<file path="config.mk">
export PLATFORM = sky130hd
export DESIGN_NAME = byte_residue_conv
export DESIGN_NICKNAME = d
export VERILOG_FILES = /design/src/rtl/byte_residue_conv.sv
export SDC_FILE = /design/constraint.sdc
export NUM_CORES = 1
export LEC_CHECK = 0
export BUFFER_PORTS_ARGS = -buffer_cell sky130_fd_sc_hd__buf_2
export CORE_AREA = 3 3 73 75
export CTS_CLUSTER_SIZE = 28
export DETAILED_ROUTE_END_ITERATION = 12
export DIE_AREA = 0 0 76 78
export PLACE_DENSITY = 0.75
export SLEW_MARGIN = 10
export SYNTH_ARGS = -nofsm -noshare
export SYNTH_HDL_FRONTEND = slang
export SYNTH_SLANG_ARGS = --single-unit
</file>
<file path="constraint.sdc">
create_clock -name clk -period 3.1 [get_ports clk]
set_input_delay 0.775 -clock clk [delete_from_list [all_inputs] [get_ports clk]]
set_output_delay 0.775 -clock clk [all_outputs]
set_load 0.03 [all_outputs]
</file>
<file path="src/rtl/byte_residue_conv.sv">
module byte_residue_conv #(
  parameter bit OUT_REG = 1'b1
) (
  input  logic        clk,
  input  logic        rst_n,
  input  logic [7:0]  sample,
  output logic [23:0] residues
);
  localparam int NMOD = 5;
  localparam int FW   = 4;
  localparam int TBITS = 16 * FW;

  function automatic int modulus(int k);
    case (k)
      0: return 13;
      1: return 11;
      2: return 9;
      3: return 7;
      default: return 5;
    endcase
  endfunction

  function automatic logic [TBITS-1:0] hi_table(int m);
    logic [TBITS-1:0] t = '0;
    for (int i = 0; i < 16; i++) t[i*FW +: FW] = FW'((i * (16 % m)) % m);
    return t;
  endfunction

  function automatic logic [TBITS-1:0] lo_table(int m);
    logic [TBITS-1:0] t = '0;
    for (int i = 0; i < 16; i++) t[i*FW +: FW] = FW'(i % m);
    return t;
  endfunction

  logic [23:0] conv;

  for (genvar k = 0; k < NMOD; k++) begin : g_mod
    localparam int M = modulus(k);
    localparam logic [TBITS-1:0] HT = hi_table(M);
    localparam logic [TBITS-1:0] LT = lo_table(M);
    logic [FW-1:0] hp, lp;
    logic [FW:0]   sum;
    assign hp  = HT[{sample[7:4], 2'b00} +: FW];
    assign lp  = LT[{sample[3:0], 2'b00} +: FW];
    assign sum = {1'b0, hp} + {1'b0, lp};
    assign conv[23-FW*k -: FW] = (sum >= (FW+1)'(M)) ? FW'(sum - (FW+1)'(M)) : sum[FW-1:0];
  end

  assign conv[3:0] = {2'b00, sample[1:0]};

  if (OUT_REG) begin : g_reg
    always_ff @(posedge clk) begin
      if (!rst_n) residues <= '0;
      else        residues <= conv;
    end
  end else begin : g_comb
    assign residues = conv;
  end
endmodule

</file>
Word level (Yosys, flattened, before mapping) --
Cells that the tools add are included.
Storage, ports and cells: register bits 24, input port bits 10, output and inout bits 24, word-level logic and storage cells 32
Operators by class: add/subtract/negate cells 10, magnitude comparators 5, shifts and indexed selects 10, muxes and demuxes 5
Operators by type and width (number):
- variable part select 64 x 7 -> 4 bit (first input constant) | 10
- adder 4 x 4 -> 5 bit | 5
- 2-to-1 mux 4 bit | 5
- greater-or-equal comparator 5 x 4 -> 1 bit (second input constant) | 3
- subtractor 4 bit (second input constant) | 3
- greater-or-equal comparator 5 x 3 -> 1 bit (second input constant) | 2
- subtractor 4 x 3 -> 4 bit (second input constant) | 2

Logic depth before layout (Yosys ltp) --
word-level depth 4, mapped depth 14

Worst setup path after synthesis --
OpenSTA, ideal clock, no wires.
path kind input port to flip-flop, from input port sample[3], to register residues[14], library setup time 0.072 ns, data arrival time 3.229 ns, path slack -0.201 ns, cell stages on the path 12, path buffers 2, cell sequence clkbuf_1 clkbuf_1 nand2_1 o21ai_0 ha_1 inv_1 fa_1 xnor2_1 nor4_1 o311a_4 or3_1 a21oi_1
Between the ends: longest elaborated chain between the ends 4, elaborated cells between the ends (all ways) 5, classes of those cells add/sub (2); order compare (1); shift (1); mux (1)
Ends and longest elaborated chain:
- from (decl) | line 6 | input logic [7:0] sample,
- variable part select 64 x 7 -> 4 bit * | line 44 | assign lp = LT[{sample[3:0], 2'b00} +: FW];
- adder 4 x 4 -> 5 bit * | line 45 | assign sum = {1'b0, hp} + {1'b0, lp};
- subtractor 4 bit / greater-or-equal comparator 5 x 4 -> 1 bit (equally long branches) | line 46 | assign conv[23-FW*k -: FW] = (sum >= (FW+1)'(M)) ? FW'(sum - (FW+1)'(M)) : sum[FW-1:0];
- 2-to-1 mux 4 bit * | line 46
- to (signal assigned) | line 54 | else residues <= conv;
- to (decl) | line 7 | output logic [23:0] residues
Every way passes the cells marked *; elsewhere a longest branch is shown, timed or not. A chain may end at the register's enable or synchronous reset.

Worst setup path in the final report --
from input port sample[0], to register residues[12]
Same word-level chain as after synthesis.

==> run metrics <==
status=finished with violations; failing checks=negative setup slack; Die W=76 um; I/O pins=34; Die H=78 um; Biggest register=residues; Mapped Area=0.002461 sq mm; setup ws final=-132.4 ps; critical path class=primary input to register; period utilization=104.3%; Std-Cell Rows=25; Setup TNS Final=-233.8 ps; CP Buf/Inv Count=6; actual transition at the worst max-transition pin=571.5 ps; CTS buffer count=3; largest net degree at the start of global routing=24; crit path from=sample[0]; count of different cell masters after synthesis=40; Max-slew headroom=61.67%; Diodes inserted=0; largest family of logic cells by synthesized area=adder cells; Final #Nets=roughly 490; sw power=between 700 and 800 uW; CP Capture Point=residues[12]; share of the synthesized area in the top cell type=roughly a fifth; RSZ-0062 raised after global routing=true; Power Density=471.5 mW/mm^2; fraction of layout cells with a size suffix above 1=about two fifths; drt drc=0; crit path DAT=~3400 ps; simple-gate share of the synthesized area=between 10% and 20%; worst path required time=3230 ps; Synth Area in Compound Gates=24.45%; slowest library cell on the worst path=fa_1; Clock transition at path regs=80 ps; met2 Usage GRT=40.96%; Most Crowded Layer GR=met2; sw frac=41.34%; Setup Viol. Count Final=2; WHS=849.7 ps; antenna violations before repair=0; Post-Synth Adder-Cell Area=24.91%; WP depth=17; DR pass1 iterations=4; most frequent CP cell=buf_4; Place WS=-506.7 ps; routed length per instance=15.20 um; P_int=roughly 1.0 mW; clk sink count=22; mux cell area share after synthesis=4.067%; Final min period=3232 ps; GPL Wtd Cong=0.8868; element type at the critical path end=register; Die Area=0.005928 sq mm; grt met3 use=1.624%; crit-path cells=buf_4 -> inv_8 -> ha_4 -> nor2_2 -> nand2_1 -> nand2_2 -> o21ai_2 -> ha_2 -> inv_2 -> fa_1 -> buf_4 -> inv_2 -> nor4_2 -> o311a_4 -> buf_4 -> xnor2_1 -> nor2_1; M1 GR Usage=25.44%; CP Launch Type=primary input; Seq pwr share=20.6%; Crit Path Max Fanout=5; CTS tree=done; Largest regs=residues (22); Tot GR Track Use=21.54%; WL final=7554 um; largest area contributor in the netlist=ha_1; post-route antenna net violation count=0; vias=2740; initial core utilization=52.11%; Buffers on Ports=31; clock buffer depth=2; maxcap violations=0; area of the multi-input gates=between 0.002 and 0.0025 sq mm; LEAKAGE=approximately 1.8 nW; Synth Area per Inst=a little under 8 sq um; Core Util, Final=~78%; Synth Area in XOR/XNOR=3.915%; Largest register FFs=22; highest clock rate=~0.31 GHz; combinational power share=63.6%; register area share after synthesis=17.90%; Syn Inst Count=320; core area=0.004723 sq mm; vias in the first global route=2534; Storage cell area=440.4 sq um; drt first-iter violations=between 150 and 200; maximum vdd drop=0.2548 mV; slowest stage delay, CP=510 ps; Synth Register Bits=22; HP Class=primary input to register; Root Driver=clkbuf_8; gr ovfl total=0; Fillers=302; Syn-to-layout area delta=50.28%; global-route wire length before repair=10720 um; Clock Power Share=15.8%; H-tree levels=1; main area contributors after synthesis=ha_1 (21%), dfxtp_1 (18%), o21ai_0 (7.3%); Pins Over Slew Limit=0; HPWL Detailed=5015 um; cell class contributing the biggest share of worst-path delay=adder cells; vias per cell=between 5 and 6; Yosys warnings=0; final count of hold timing violations=0
[cells by family (layout without fill, tap and decap cells)]
group	Yosys count	after routing
AOI/OAI and AO/OA	94	94
xor gates and xnor gates	11	11
adders and majority gates	46	46
buffers and inverters	36	145
DFF	22	22
muxes	10	10
other	1	2
and+or+nand+nor	100	100
[power by group through the flow]
stage          registers [mW]  clock network (mW)  logic, mW
2_1_floorplan           0.504                   0      0.476
3_3_place_gp            0.365                   0      0.907
3_5_place_dp            0.366                   0      0.935
4_1_cts                 0.359               0.274      0.971
5_1_grt                 0.367               0.289       1.21
6_report                0.360               0.275       1.11
[cell usage after synthesis, drive strengths merged]
| cell | n |
|---|---|
| nor3b | 6 |
| o21a | 4 |
| o311a | 1 |
| nand3 | 4 |
| nor3 | 3 |
| a31oi | 2 |
| a22o | 2 |
| o21ba | 3 |
| nor2 | 35 |
| dfxtp | 22 |
| nand2 | 31 |
| o31ai | 8 |
| a21o | 5 |
| nor2b | 5 |
| nor4 | 1 |
| o211ai | 5 |
| o21ai | 36 |
| a32o | 1 |
| and3b | 1 |
| clkinv | 1 |
| xnor2 | 7 |
| or3 | 3 |
| or2 | 1 |
| a211oi | 3 |
| ha | 41 |
| buf | 2 |
| nand3b | 1 |
| mux2i | 10 |
| fa | 5 |
| inv | 20 |
| xor2 | 4 |
| nand2b | 7 |
| a21oi | 19 |
| and2 | 1 |
| a21boi | 5 |
| clkbuf | 13 |
| conb | 1 |
| and3 | 1 |
[metrics by stage]
step / cell area [sq um] / cells / total power, mW
global placement: 3256 / 483 / 1.272
floorplan: 2495 / 321 / 0.9798
global route: 3699 / 497 / 1.861
CTS: 3441 / 494 / 1.605
detailed placement: 3256 / 483 / 1.301
finish: 3699 / 497 / 1.744
[layout make-up]
| class | count | share of cell area, % |
|---|---|---|
| well taps | 67 | 2.267 |
| clock buffers | 3 | 1.116 |
| repair buffers | 120 | 23.44 |
| flip-flops and latches | 22 | 11.91 |
| multi-input cells | 263 | 57.71 |
| clock inverters | 1 | 0.8119 |
| inverters | 21 | 2.740 |
[per-layer routing]
layer / vias to the layer above / part of all wire [%]
li1: 1321 / -
met1: 1288 / 41
met2: 105 / 51
met3: 26 / 5.2
met4: 0 / 3.4
met5: - / 0
[placed cells by master, fill, tap and decap left out, types with 3 or more instances in the layout]
cell	synthesis	routed
buf_4	2	89
a21oi_1	19	18
nand2_1	31	27
dfxtp_1	22	22
or3_1	3	3
o31ai_4	0	3
buf_6	0	3
a21boi_0	5	4
buf_2	0	26
nand2_2	0	4
mux2i_1	10	10
o211ai_1	5	5
nor2_1	35	33
nor3_1	3	3
o21a_1	4	4
nor3b_1	6	5
inv_2	0	4
o21ai_2	0	3
a21o_1	5	5
fa_1	5	4
clkbuf_8	0	3
ha_1	41	23
ha_4	0	8
nand2b_1	7	6
o21ba_2	3	3
inv_1	20	12
nand3_1	4	4
nor2b_1	5	5
o31ai_2	1	3
xnor2_1	7	6
ha_2	0	10
o21ai_0	36	24
o21ai_1	0	9
[timing repair]
| action | in CTS | in global routing |
|---|---|---|
| resized for setup | 26 | 67 |
| pin swaps | 11 | 23 |
| buffers inserted | 7 | 3 |
| hold buffers | 0 | 0 |
| setup endpoints to repair | 11 | 16 |
[worst min-delay path by stage]
stage          startpoint      endpoint  depth (start not counted)
3_5_place_dp        rst_n  residues[22]                          2
4_1_cts             rst_n  residues[22]                          2
2_1_floorplan   sample[1]   residues[1]                          2
5_1_grt             rst_n  residues[22]                          2
3_3_place_gp        rst_n  residues[22]                          2
6_report            rst_n  residues[22]                          2
Power figures use the tool's default switching activity.
